$ cat src/rtl/iso_softstart_pkg.sv
package iso_softstart_pkg;

    // Enables for the two staggered rails.
    typedef struct packed {
        logic heat;
        logic amp;
    } rail_en_t;

    // One downward glide step, clamped at the floor value (widths up to 32).
    function automatic logic [31:0] glide_down(
        input logic [31:0] cur,
        input logic [31:0] dec,
        input logic [31:0] floor_v
    );
        if (cur <= floor_v)
            return floor_v;
        if ((cur - floor_v) > dec)
            return cur - dec;
        return floor_v;
    endfunction

endpackage

$ cat src/rtl/iso_ramp_gen.sv
module iso_ramp_gen
    import iso_softstart_pkg::*;
#(
    parameter int unsigned ACC_W       = 32,
    parameter int unsigned INC_START   = 85899,
    parameter int unsigned INC_FINAL   = 4123,
    parameter int unsigned INC_STEP    = 2000,
    parameter int unsigned STEP_CYCLES = 5000000
) (
    input  logic             clk,
    input  logic             rst,
    input  logic             run,
    output logic [ACC_W-1:0] inc,
    output logic             at_final
);
    localparam int unsigned     TW      = (STEP_CYCLES > 1) ? $clog2(STEP_CYCLES) : 1;
    localparam logic [TW-1:0]   T_LAST  = TW'(STEP_CYCLES - 1);
    localparam logic [ACC_W-1:0] START_V = ACC_W'(INC_START);
    localparam logic [ACC_W-1:0] FINAL_V = ACC_W'(INC_FINAL);

    logic [TW-1:0]    tick_q;
    logic [ACC_W-1:0] inc_q;

    always_ff @(posedge clk) begin
        if (rst || !run) begin
            tick_q <= '0;
            inc_q  <= START_V;
        end else if (tick_q == T_LAST) begin
            tick_q <= '0;
            inc_q  <= ACC_W'(glide_down(32'(inc_q), 32'(INC_STEP), 32'(INC_FINAL)));
        end else begin
            tick_q <= tick_q + 1'b1;
        end
    end

    assign inc      = inc_q;
    assign at_final = (inc_q == FINAL_V);

    // the clamp holds the increment at or above the floor
    a_r4_inc_floor: assert property (@(posedge clk) disable iff (rst)
        inc_q >= FINAL_V);

    // the increment moves only on an interval boundary
    a_r4_step_on_boundary: assert property (@(posedge clk) disable iff (rst)
        (!$past(rst) && $past(run) && ($past(tick_q) != T_LAST)) |-> $stable(inc_q));

    // once final, stays final while running
    a_r5_final_hold: assert property (@(posedge clk) disable iff (rst)
        (!$past(rst) && $past(run) && $past(at_final)) |-> at_final);

    // a stopped ramp always sits at its start value
    a_r3_restart_value: assert property (@(posedge clk) disable iff (rst)
        (!$past(rst) && !$past(run)) |-> (inc_q == START_V));

endmodule

$ cat src/rtl/iso_phase_acc.sv
module iso_phase_acc #(
    parameter int unsigned ACC_W = 32
) (
    input  logic             clk,
    input  logic             rst,
    input  logic             run,
    input  logic [ACC_W-1:0] inc,
    output logic [ACC_W-1:0] acc
);
    logic [ACC_W-1:0] acc_q;

    always_ff @(posedge clk) begin
        if (rst || !run)
            acc_q <= '0;
        else
            acc_q <= acc_q + inc;
    end

    assign acc = acc_q;

    // each running edge advances by the increment supplied by the ramp
    a_r2_phase_advance: assert property (@(posedge clk) disable iff (rst)
        (!$past(rst) && $past(run)) |-> (acc_q == ($past(acc_q) + $past(inc))));

    // a stopped accumulator is cleared
    a_r8_acc_cleared: assert property (@(posedge clk) disable iff (rst)
        (!$past(rst) && !$past(run)) |-> (acc_q == '0));

endmodule

$ cat src/rtl/iso_rail_delay.sv
module iso_rail_delay
    import iso_softstart_pkg::*;
#(
    parameter int unsigned HEAT_DELAY = 500000000,
    parameter int unsigned AMP_DELAY  = 100000000
) (
    input  logic     clk,
    input  logic     rst,
    input  logic     run,
    output rail_en_t en
);
    localparam int unsigned   TOTAL    = HEAT_DELAY + AMP_DELAY;
    localparam int unsigned   CW       = $clog2(TOTAL + 1);
    localparam logic [CW-1:0] TOP      = CW'(TOTAL);
    localparam logic [CW-1:0] HEAT_LIM = CW'(HEAT_DELAY - 1);
    localparam logic [CW-1:0] AMP_LIM  = CW'(TOTAL - 1);
    localparam logic [CW-1:0] HEAT_AT  = CW'(HEAT_DELAY);

    logic [CW-1:0] cnt_q;
    rail_en_t      en_q;

    always_ff @(posedge clk) begin
        if (rst || !run) begin
            cnt_q <= '0;
            en_q  <= '0;
        end else begin
            if (cnt_q != TOP)
                cnt_q <= cnt_q + 1'b1;
            en_q.heat <= (cnt_q >= HEAT_LIM);
            en_q.amp  <= (cnt_q >= AMP_LIM);
        end
    end

    assign en = en_q;

    // the amplifier rail never runs without the heater
    a_r7_amp_needs_heat: assert property (@(posedge clk) disable iff (rst)
        en_q.amp |-> en_q.heat);

    // a stopped sequence holds both rails off
    a_r8_drop_clears: assert property (@(posedge clk) disable iff (rst)
        (!$past(rst) && !$past(run)) |-> (en_q == '0));

    // the heater turns on exactly at the heater delay
    a_r6_heat_on_time: assert property (@(posedge clk) disable iff (rst)
        $rose(en_q.heat) |-> (cnt_q == HEAT_AT));

    // the amplifier rail turns on once the full delay has elapsed
    a_r7_amp_on_time: assert property (@(posedge clk) disable iff (rst)
        $rose(en_q.amp) |-> (cnt_q == TOP));

endmodule

$ cat src/rtl/iso_softstart.sv
module iso_softstart
    import iso_softstart_pkg::*;
#(
    parameter int unsigned ACC_W       = 32,
    parameter int unsigned PHASE_W     = 10,
    parameter int unsigned INC_START   = 85899,
    parameter int unsigned INC_FINAL   = 4123,
    parameter int unsigned INC_STEP    = 2000,
    parameter int unsigned STEP_CYCLES = 5000000,
    parameter int unsigned HEAT_DELAY  = 500000000,
    parameter int unsigned AMP_DELAY   = 100000000
) (
    input  logic               clk,
    input  logic               rst,
    input  logic               pwr_stable,
    output logic               drv_sq,
    output logic [PHASE_W-1:0] drv_phase,
    output logic               ref_heat_en,
    output logic               lna_rail_en,
    output logic               seq_ready
);
    logic [ACC_W-1:0] inc;
    logic [ACC_W-1:0] acc;
    logic             at_final;
    rail_en_t         rails;

    iso_ramp_gen #(
        .ACC_W      (ACC_W),
        .INC_START  (INC_START),
        .INC_FINAL  (INC_FINAL),
        .INC_STEP   (INC_STEP),
        .STEP_CYCLES(STEP_CYCLES)
    ) u_ramp (
        .clk     (clk),
        .rst     (rst),
        .run     (pwr_stable),
        .inc     (inc),
        .at_final(at_final)
    );

    iso_phase_acc #(
        .ACC_W(ACC_W)
    ) u_acc (
        .clk(clk),
        .rst(rst),
        .run(pwr_stable),
        .inc(inc),
        .acc(acc)
    );

    iso_rail_delay #(
        .HEAT_DELAY(HEAT_DELAY),
        .AMP_DELAY (AMP_DELAY)
    ) u_rails (
        .clk(clk),
        .rst(rst),
        .run(pwr_stable),
        .en (rails)
    );

    assign drv_sq      = acc[ACC_W-1];
    assign drv_phase   = acc[ACC_W-1 -: PHASE_W];
    assign ref_heat_en = rails.heat;
    assign lna_rail_en = rails.amp;
    assign seq_ready   = at_final & rails.heat & rails.amp;

    // readiness persists while the stable input stays high
    a_r9_ready_holds: assert property (@(posedge clk) disable iff (rst)
        (!$past(rst) && $past(seq_ready) && $past(pwr_stable)) |-> seq_ready);

    // no output activity while the stable input is low
    a_r1_idle_outputs: assert property (@(posedge clk) disable iff (rst)
        (!$past(rst) && !$past(pwr_stable)) |-> (!drv_sq && !ref_heat_en && !lna_rail_en && !seq_ready));

endmodule

$ cat config.mk
export PLATFORM = sky130hd
export DESIGN_NAME = iso_softstart
export DESIGN_NICKNAME = d
export VERILOG_FILES = /design/src/rtl/iso_softstart_pkg.sv /design/src/rtl/iso_ramp_gen.sv /design/src/rtl/iso_phase_acc.sv /design/src/rtl/iso_rail_delay.sv /design/src/rtl/iso_softstart.sv
export SDC_FILE = /design/constraint.sdc
export NUM_CORES = 1
export LEC_CHECK = 0
export BUFFER_PORTS_ARGS = -buffer_cell sky130_fd_sc_hd__buf_2
export CORE_MARGIN = 4
export CORE_UTILIZATION = 30
export CTS_CLUSTER_DIAMETER = 40
export CTS_CLUSTER_SIZE = 14
export DETAILED_ROUTE_END_ITERATION = 8
export MAX_ROUTING_LAYER = met4
export PLACE_DENSITY_LB_ADDON = 0.1
export SYNTH_ARGS = -nofsm -noshare
export SYNTH_HDL_FRONTEND = slang
export SYNTH_SLANG_ARGS = --single-unit
$ cat constraint.sdc
create_clock -name clk -period 3.45 [get_ports clk]
set_input_delay 0.1725 -clock clk [delete_from_list [all_inputs] [get_ports clk]]
set_output_delay 0.1725 -clock clk [all_outputs]
set_load 0.05 [all_outputs]
# Word-level counts from Yosys, hierarchy flattened
# Cells that the tools add are included.
# totals
regBits	119
in_bits	3
out_inout_bits	14
word_cells	34
# op_classes
bitwise	2
reduce_logical	3
mux	11
n_eq_ne	3
addsub	5
n_lt_le_gt_ge	4
# ops
cell	count
$mux W32	4
$add A32 B32 Y32	1
$eq A32 B13 Y1 const B	1
$gt A32 B11 Y1 const B	1
$le A32 B13 Y1 const B	1
$sub A32 B11 Y32 const B	1
$sub A32 B13 Y32 const B	1
$add A30 B1 Y30 const B	1
$ge A30 B29 Y1 const B	1
$ge A30 B30 Y1 const B	1
$ne A30 B30 Y1 const B	1
$add A23 B1 Y23 const B	1
$eq A23 B23 Y1 const B	1
$mux W1	7
$and A1 B1 Y1	2
$reduce_or A2 Y1	1
$logic_not A1 Y1	1
$logic_or A1 B1 Y1	1

# Depth between registers and ports, before layout
# Gate-level depths: netlist of run 1.
# depth
word_depth	9
mapped_depth	11

# Modules after synthesis
# Synthesis of run 1 repeated with hierarchy kept, for this count alone.
# unflattened
hier_cells	941
hier_area_um2	7617.3
# modules_own_cells
mod	area_each_um2	cells_each	n_inst	seq_area_each_um2
iso_ramp_gen	3352.0	411	1	1041.0
iso_phase_acc	2635.0	337	1	640.6
iso_rail_delay	1616.6	191	1	640.6
iso_softstart	13.8	2	1	0.0

# Worst setup path before layout of run 1
# OpenSTA, ideal clock, no wires.
# synth_path
kind	register to register
startpoint	reg u_ramp.inc_q[5] (netlist: u_ramp.inc[5])
endpoint	reg u_ramp.inc_q[8] (netlist: u_ramp.inc[8])
setup_time_ns	0.122
stages_incl_launch_ff	11
arrival_time_ns	2.782
t_required_ns	3.328
n_path_buf	0
slack_ns	0.546
cell_sequence	dfxtp_1 clkinv_1 ha_1 a21oi_1 a2111o_1 a22oi_1 or4_4 nor4_4 a21oi_2 a21o_1 a221o_1
# synth_via
elab_chain_len	8
elab_cells_between_ends	14
classes_between	add/sub: 2; order compare: 2; mux: 10
# synth_lines
item	line_no	source
start: declaration	iso_ramp_gen.sv:22	logic [ACC_W-1:0] inc_q;
start signal: assignment	iso_ramp_gen.sv:30	inc_q <= ACC_W'(glide_down(32'(inc_q), 32'(INC_STEP), 32'(INC_FINAL)));
$sub A32 B13 Y32	iso_softstart_pkg.sv:17	if ((cur - floor_v) > dec)
$gt A32 B11 Y1	iso_softstart_pkg.sv:17	
$mux W1 (2 in series)	iso_softstart_pkg.sv:17	
$mux W1	iso_ramp_gen.sv:28	end else if (tick_q == T_LAST) begin
$mux W1	iso_ramp_gen.sv:25	if (rst || !run) begin
$mux W32	iso_softstart_pkg.sv:19	return floor_v;
$mux W32 *	iso_softstart_pkg.sv:17	
# Mark *: on every way between the ends. The rest lies on a longest branch, timed or not. The select of a mux whose other input is x is not followed.
# A chain may end at the register's enable or synchronous reset.

# Final worst setup path of run 1
# layout_path
startpoint	reg u_ramp.inc_q[1] (netlist: u_ramp.inc[1])
endpoint	reg u_acc.acc_q[31] (netlist: u_acc.acc[31])
# layout_via
elab_chain_len	1
# layout_lines
item	line_no	source
$add A32 B32 Y32	iso_phase_acc.sv:16	acc_q <= acc_q + inc;
end signal: assignment	iso_phase_acc.sv:16	
end: declaration	iso_phase_acc.sv:10	logic [ACC_W-1:0] acc_q;
# No other way between the ends.

==> results.yml, run 1 <==
floorplanning:
  initial_core_util_pct: 30.37
  ios: 17
  rows: 55
  dieArea_mm2: 0.02533
  die_width_um: 159.2
  core-area_mm2: 0.02257
  die_height_um: 159.2
synth:
  ys_async_sr_fraction_pct: 0
  synth_fp_nets: 863
  ys_seq_elements: 116
  ys_types: 76
  synth_top_area_share_pct: 33.88
  synth_edf_count: 0
  syn-instance-count: 823
  netlist_area_mm2: 0.006854
  ys_seq_area_share_pct: 33.88
  avgSynthCellArea_um2: 8.328
  yosysTopAreaCell: "dfxtp_1"
  synth.area.top_cells: "dfxtp_1, nor2_1, ha_1"
  synth_ff_type: "dfxtp_1"
  yosys_warnings: 0
sta:
  max_freq_mhz: 305.8
  finalSetupViolations: 0
  rsz0062_at_grt: "false"
  hold_viol_final: 0
  clock-skew-final_ns: 0.01183
  worst_slew_pin_slew_ns: 0.8205
  period_minus_slack_ns: 3.270
  drv_slew: 0
  finalSetupTns_ns: 0
  maxSlewHeadroom_pct: 45.19
  fin_crit_sh_pct: 94.78
layout:
  stdcell_area_mm2: 0.007816
  finalNetCount: 884
  drive_gt1_share_pct: 10.98
  syn_to_final_growth_pct: 14.04
  antenna_cells: 0
global_route:
  grt_max_degree: 46
  overflow: 0
  grt_usage_pct: 14.35
  grt_pass1_vias: 5685
  grt_antenna_before_repair: 0
  grt_pass1_wl_um: 29260
route:
  drt_iter0_drc: 399
  ant_nets: 0
  routed_wl_um: 17640
  detail_route.wl_per_cell_um: 15.46
  via_per_inst: 5.089
  drc_errors: 0
  vias: 5807
  wl_met2_um: 8446
  met3_wirelength_um: 461
  routed.top_layer: "met4"
  drtPass1Iterations: 5
  wl_met1_um: 8451
worst_setup_path:
  worst_setup_path_end_kind: "flip-flop"
  cp.arrival_ns: 3.55
  reg2reg_from: "u_ramp.inc[1]"
  r2r_slack_ns: 0.18
  required_ns: 3.73
  cp_max_fo: 8
  crit_type: "reg -> reg"
  crit_path_start: "u_ramp.inc[1]"
  startpoint_type: "flip-flop"
run:
  drv_cap: 0
place:
  hpwl_um: 13240
  portBuffers: 16
  dpl_cell_area_mm2: 0.007263
  gp_congestion: 0.8618
clocking:
  clock_sinks: 116
  post-cts-setup-buffers: 0
  clk_pin_slew_worst_paths_ns: 0.06
  cts-buffers-inserted: 17
  cts_htree_levels: 4
  post_cts_resized: 0
  tritoncts: "done"
  hold_buffers: 0
  cts_root_buffer: "clkbuf_16"
  cts_buffer_depth: 2
  clk_latency_ns: 0.42
power:
  p_per_area_mw_per_mm2: 406.1
  ir_worst_vdd_v: 0.0002259
  power.leakage_nw: 2.901
hold_path:
  hold_path.class: "in -> reg"
  hp-start: "rst"
run_status:
  outcome: "finished, final reports clean"
## metal layers
layer,GRT usage (%),up-vias
met3,2.718,18
met1,17.69,2705
met5,-,-
met4,4.418,0
li1,-,2993
met2,23.88,91
## synth_stat cells (all sizes together), types with 4 or more instances
library cell,instances
nand2b,7
a21o,18
nor4,10
and4,7
xor2,48
nand4,17
clkbuf,13
nand2,54
o21a,5
and2,8
nand3,33
nor2b,4
or4,9
nor2,141
or2,10
o31ai,5
or3,11
o41ai,4
ha,36
xnor2,41
nor3,32
a21oi,38
and3,9
nor4b,5
a211oi,12
o21ai,22
buf,20
dfxtp,116
a211o,6
inv,21
nand3b,6
o211ai,4
## sequential cells by signal (all words and copies together), names as in the netlist
name and flops:
u_ramp.inc 29, u_acc.acc 32, u_ramp.tick_q 23, u_rails.cnt_q 30, u_rails.en 2
## stage by stage
step | setup slack [ns] | hold slack (ns) | utilization, % | cells | power, mW
CTS | 0.2196 | 0.1293 | 34.63 | 1141 | 3.230
finish | 0.1801 | 0.1439 | 34.63 | 1141 | 3.174
global placement | 0.1453 | 0.4414 | 32.18 | 1110 | 1.535
detailed placement | 0.2460 | 0.4616 | 32.18 | 1110 | 1.535
floorplan | 0.5462 | 0.4297 | - | 823 | 1.497
global route | 0.02453 | 0.1664 | 34.63 | 1141 | 3.303
## cells in the final DEF (no fill, tap or decap), types with 5 or more instances in the layout
| master | count |
|---|---|
| nand3b_1 | 6 |
| nor3_1 | 30 |
| buf_2 | 16 |
| a21o_1 | 18 |
| xnor2_1 | 41 |
| nand2_1 | 54 |
| nor4b_1 | 5 |
| nor2_1 | 141 |
| or2_2 | 9 |
| buf_4 | 18 |
| or3_1 | 10 |
| and4_1 | 7 |
| inv_1 | 21 |
| nand3_1 | 32 |
| or4_1 | 6 |
| dfxtp_1 | 116 |
| nand4_1 | 17 |
| a211o_1 | 6 |
| nor4_1 | 6 |
| clkbuf_16 | 17 |
| a211oi_1 | 11 |
| o21ai_0 | 21 |
| o21a_1 | 5 |
| xor2_1 | 48 |
| and2_1 | 8 |
| and3_1 | 9 |
| a21oi_1 | 37 |
| nand2b_1 | 6 |
| ha_1 | 36 |
## report_power, final
group	total, mW	leakage, nW	switching [mW]	internal, mW
Combinational	0.144	1.70	0.0853	0.0583
Clock	1.67	0.262	0.661	1.01
Sequential	1.36	0.937	0.00760	1.35
Total	3.17	2.90	0.753	2.42
## area by class of cell
type	instances	area (um^2)
sequential	116	2322
clock inverter	11	106.4
clock buffer	20	446.7
tap	285	356.6
fill	2335	14760
inverter	23	86.33
multi-input combinational	651	4263
timing repair buffer	35	235.2
## worst max-delay path, cell delays in order, from the launching register on
cell and delay [ns]:
dfxtp_1 0.38, ha_1 0.38, nand2_1 0.07, o32ai_1 0.52, a221oi_1 0.17, buf_4 0.19, a2111oi_0 0.63, buf_4 0.23
o311a_1 0.26, a21oi_1 0.11, xnor2_1 0.16, nor2_1 0.05
## cells by family after synthesis
logic type | after synthesis | share of synthesized area, %
simple gates | 367 | 27.25
mux | 2 | 0.2921
flops | 116 | 33.88
fa+ha+maj | 37 | 6.864
compound gates | 156 | 16.37
buf+inv | 56 | 3.961
xor+xnor | 89 | 11.37
## worst paths after layout
path,end,cells after the start
max,u_acc.acc[31],11
min,u_ramp.inc[16],3
max reg2reg,u_acc.acc[31],11
min reg2reg,u_ramp.tick_q[0],1
Power figures use the tool's default switching activity.
==> run 2, diff against run 1 <==
Settings changed: CORE_ASPECT_RATIO set to 1.5, RECOVER_POWER set to 100.
==> results.yml, run 2 (synthesis results as in run 1) <==
worst_setup_path:
  rr_worst_depth: 10
  crit_buf_inv: 1
  crit_family: "compound AO/OA/AOI/OAI gates"
  cpPeakStageDelay_ns: 0.51
  worst_setup_path_end_kind: "flip-flop"
  cp.arrival_ns: 3.47
  crit_type: "reg -> reg"
  critPathMostFrequentCell: "o21ai_0"
  required_ns: 3.70
  cp_max_fo: 8
  cp_slowest_cell: "o32ai_1"
  crit_cells: 10
  startpoint_type: "flip-flop"
  crit_chain: "ha_1 -> nand2_1 -> o32ai_1 -> a221oi_1 -> buf_4 -> a21oi_1 -> o21ai_0 -> a211oi_1 -> o21ai_0 -> nor3b_1"
sta:
  clock-skew-final_ns: 0.008375
  maxSlewHeadroom_pct: 25.40
  finalSetupTns_ns: 0
  hold_viol_final: 0
  max_freq_mhz: 310.8
  whs_ns: 0.1590
  drv_slew: 0
  worst_slew_pin_slew_ns: 1.119
  fin_crit_sh_pct: 93.27
  period_minus_slack_ns: 3.218
  finalSetupViolations: 0
  rsz0062_at_grt: "false"
global_route:
  grt_max_degree: 27
  grt_pass1_vias: 5994
  grt_pass1_wl_um: 29710
  grt_usage_pct: 14.93
  overflow: 0
  grt_antenna_before_repair: 0
clocking:
  cts_htree_levels: 4
  clk_latency_ns: 0.41
  tritoncts: "done"
  cts_root_buffer: "clkbuf_16"
  hold_buffers: 0
  clk_pin_slew_worst_paths_ns: 0.06
  cts-buffers-inserted: 17
  clock_sinks: 116
  cts_buffer_depth: 2
layout:
  syn_to_final_growth_pct: 13.02
  drive_gt1_share_pct: 8.304
  fill_cells: 2355
  stdcell_area_mm2: 0.007746
  largest_register_ffs: 32
  antenna_cells: 0
  multiInputGateArea_mm2: 0.004249
  final_common_cell: "nor2_1"
  final_cell_mix: "nor2_1, dfxtp_1, nand2_1"
  stdcell_count: 1131
  register_area_mm2: 0.002322
  fin_util_pct: 34.61
  finalNetCount: 885
place:
  hpwl_um: 13530
  gp_congestion: 0.9407
  portBuffers: 16
  dp.cells: 1102
  dpl_cell_area_mm2: 0.007259
route:
  via_per_inst: 5.202
  drt_iter0_drc: 192
  drc_errors: 0
  detail_route.wl_per_cell_um: 15.77
  drtPass1Iterations: 4
  ant_nets: 0
  routed_wl_um: 17830
  vias: 5884
run:
  drv_cap: 0
floorplanning:
  ios: 17
  core-area_mm2: 0.02238
  die_width_um: 131.4
  initial_core_util_pct: 30.62
  dieArea_mm2: 0.02538
  rows: 67
  die_height_um: 193.1
power:
  p_per_area_mw_per_mm2: 404.1
  power.leakage_nw: 2.835
  ir_worst_vdd_v: 0.0003233
hold_path:
  holdPathStages: 4
  hold_path.class: "in -> reg"
run_status:
  outcome: "finished, final reports clean"
run 2: power by group:
part / total [mW] / switching (mW) / leakage, nW / internal (mW)
sequential: 1.36 / 0.00758 / 0.937 / 1.36
clock: 1.62 / 0.595 / 0.268 / 1.03
combinational: 0.144 / 0.0861 / 1.63 / 0.0581
total: 3.13 / 0.689 / 2.83 / 2.44
run 2: cell type report:
type / instances / area share (%)
clock buffer: 23 / 6.170
inverter: 23 / 1.115
tap: 276 / 4.458
multi-input combinational: 651 / 54.85
clock inverter: 6 / 0.7107
timing repair buffer: 36 / 2.714
sequential: 116 / 29.98
run 2: metrics by stage:
stage	setup slack (ns)	power, mW
finish	0.2320	3.130
detailed placement	0.2280	1.538
CTS	0.2223	3.198
floorplan	0.5462	1.497
global placement	0.2953	1.537
global route	0.02047	3.269
run 2: final timing paths:
| kind | from | end | slack [ns] |
|---|---|---|---|
| setup / recovery | u_ramp.inc[1] | u_acc.acc[21] | 0.23 |
| hold / removal | rst | u_acc.acc[28] | 0.16 |
| setup reg to reg | u_ramp.inc[1] | u_acc.acc[21] | 0.23 |
| hold reg to reg | u_ramp.tick_q[0] | u_ramp.tick_q[0] | 0.47 |
run 2: per-layer routing:
| layer | vias to the layer above | track usage (%) | share of wire, % |
|---|---|---|---|
| met5 | - | - | 0 |
| met3 | 27 | 3.089 | 2.8 |
| met4 | 0 | 7.316 | 2.8 |
| met1 | 2795 | 15.54 | 42 |
| met2 | 83 | 26.98 | 52 |
| li1 | 2979 | - | - |
run 2: tightest hold or removal path: stages:
cell     delay, ns
buf_2         0.09
nor2b_1       0.13
nand2_1       0.09
a21oi_1       0.04
run 2: what timing repair did:
| item | CTS | global route |
|---|---|---|
| gates resized for setup | 0 | 1 |
| setup endpoints to repair | 0 | 1 |
| buffers inserted | 0 | 0 |
==> run 3, diff against run 2 <==
Settings changed: CORE_UTILIZATION 30 to 33.
==> results.yml, run 3 (synthesis results as in run 1) <==
run_status:
  outcome: "finished, final reports clean"
sta:
  setup_ws_ns: 0.2708
  drv_slew: 0
  max_freq_mhz: 314.5
  whs_ns: 0.1769
  finalSetupViolations: 0
  finalSetupTns_ns: 0
  hold_viol_final: 0
  period_minus_slack_ns: 3.179
  rsz0062_at_grt: "false"
  worst_slew_pin_slew_ns: 0.7283
  maxSlewHeadroom_pct: 51.33
  fin_crit_sh_pct: 92.15
  clock-skew-final_ns: 0.009370
clocking:
  clk_pin_slew_worst_paths_ns: 0.06
  clock_sinks: 116
  cts-buffers-inserted: 17
  cts_htree_levels: 4
  hold_buffers: 0
  cts_buffer_depth: 2
  cts_root_buffer: "clkbuf_16"
  clk_latency_ns: 0.41
  post-cts-setup-buffers: 0
  tritoncts: "done"
place:
  dp_slack_ns: -0.01433
  portBuffers: 16
  gp_congestion: 0.8889
  dpl_cell_area_mm2: 0.007269
  hpwl_um: 13910
global_route:
  grt_util_met2_pct: 30.84
  grt_usage_pct: 16.84
  grt_max_degree: 42
  grt_pass1_vias: 6146
  met1_usage_pct: 17.15
  use_met3_pct: 3.189
  grt_antenna_before_repair: 0
  grt_pass1_wl_um: 30800
  overflow: 0
  gr-max-usage-layer: "met2"
power:
  fin_total_pwr_mw: 3.226
  p_per_area_mw_per_mm2: 413.3
  seq_power_share_pct: 42.2
  power_switching_mw: 0.7484
  clkPwrFrac_pct: 53.3
  power.leakage_nw: 2.872
  combPwrFrac_pct: 4.4
  p_int_mw: 2.477
  ir_worst_vdd_v: 0.0002718
  swShare_pct: 23.20
layout:
  fill_cells: 2136
  multiInputGateArea_mm2: 0.004254
  syn_to_final_growth_pct: 13.87
  final_common_cell: "nor2_1"
  stdcell_area_mm2: 0.007805
  final_cell_mix: "nor2_1, dfxtp_1, nand2_1"
  drive_gt1_share_pct: 9.618
  largest_register_ffs: 32
  register_area_mm2: 0.002322
  finalNetCount: 890
  antenna_cells: 0
worst_setup_path:
  cp_max_fo: 8
  reg2reg_to: "u_acc.acc[24]"
  cpPeakStageDelay_ns: 0.49
  cp.arrival_ns: 3.52
  worst_setup_path_end_kind: "flip-flop"
  r2r_slack_ns: 0.27
  reg2reg_from: "u_ramp.inc[1]"
  required_ns: 3.79
  rr_worst_depth: 11
  cp_slowest_cell: "dfxtp_1"
  startpoint_type: "flip-flop"
  crit_buf_inv: 1
  crit_type: "reg -> reg"
  crit_chain: "ha_1 -> inv_1 -> fa_1 -> nand3b_1 -> a21oi_1 -> o21ai_0 -> a2111o_1 -> a211o_1 -> a211o_1 -> a21o_1 -> a21oi_1"
  crit_family: "compound AO/OA/AOI/OAI gates"
route:
  ant_nets: 0
  drt_iter0_drc: 241
  drtPass1Iterations: 4
  drc_errors: 0
  routed_wl_um: 18220
  via_per_inst: 5.327
  detail_route.wl_per_cell_um: 16.16
  vias: 6003
floorplanning:
  die_height_um: 184.5
  dieArea_mm2: 0.02319
  core-area_mm2: 0.02042
  initial_core_util_pct: 33.57
  ios: 17
  rows: 64
  die_width_um: 125.7
hold_path:
  hold_path.class: "in -> reg"
  holdPathEnd: "u_ramp.inc[14]"
  hp-start: "rst"
  holdPathStages: 4
run:
  drv_cap: 0
## run 3: worst max-delay path by stage
stage,startpoint,end,slack [ns],depth (start not counted)
floorplan,u_ramp.inc[5],u_ramp.inc[8],0.55,10
global placement,u_ramp.inc[1],u_acc.acc[31],-0.11,11
detailed placement,u_ramp.inc[1],u_acc.acc[31],-0.01,11
CTS,u_ramp.inc[1],u_acc.acc[31],0.16,11
global route,u_ramp.inc[7],u_ramp.inc[23],0.05,9
finish,u_ramp.inc[1],u_acc.acc[24],0.27,11
## run 3: cell type report
type / instances / area share (%)
Timing Repair Buffer: 41 / 3.126
Clock buffer: 20 / 5.595
Clock inverter: 12 / 1.683
Tap cell: 264 / 4.232
Inverter: 23 / 1.106
Multi-Input combinational cell: 651 / 54.50
Sequential cell: 116 / 29.75
## run 3: timing repair
action / 4_1_cts / 5_1_grt
endpoints found under the hold margin: 0 / 0
resized for setup: 1 / 1
setup endpoints to repair: 2 / 2
## run 3: layer usage
metal | wire length (um) | up-vias
met5 | 0 | -
met4 | 731 | 0
met3 | 467 | 50
met2 | 9910 | 111
met1 | 7105 | 2840
li1 | - | 3002
## run 3: power by group through the flow
stage          Combinational [mW]  Sequential [mW]  Clock, mW
5_1_grt                     0.164             1.36       1.83
2_1_floorplan               0.108             1.39          0
4_1_cts                     0.144             1.36       1.78
6_report                    0.142             1.36       1.72
3_3_place_gp                0.141             1.39          0
3_5_place_dp                0.143             1.39          0
## run 3: worst reg2reg max path: cells and delay by family (launching register included)
kind / cells / cell delay (ns)
AOI/OAI and AO/OA: 7 / 1.71
adders and majority gates: 2 / 0.66
buffers and inverters: 1 / 0.07
DFF: 1 / 0.49
and+or+nand+nor: 1 / 0.19
## run 3: stage by stage
step           util, %  std cells
3_5_place_dp     35.60       1095
4_1_cts          38.39       1127
6_report         38.22       1127
5_1_grt          38.22       1127
2_1_floorplan        -        823
3_3_place_gp     35.60       1095
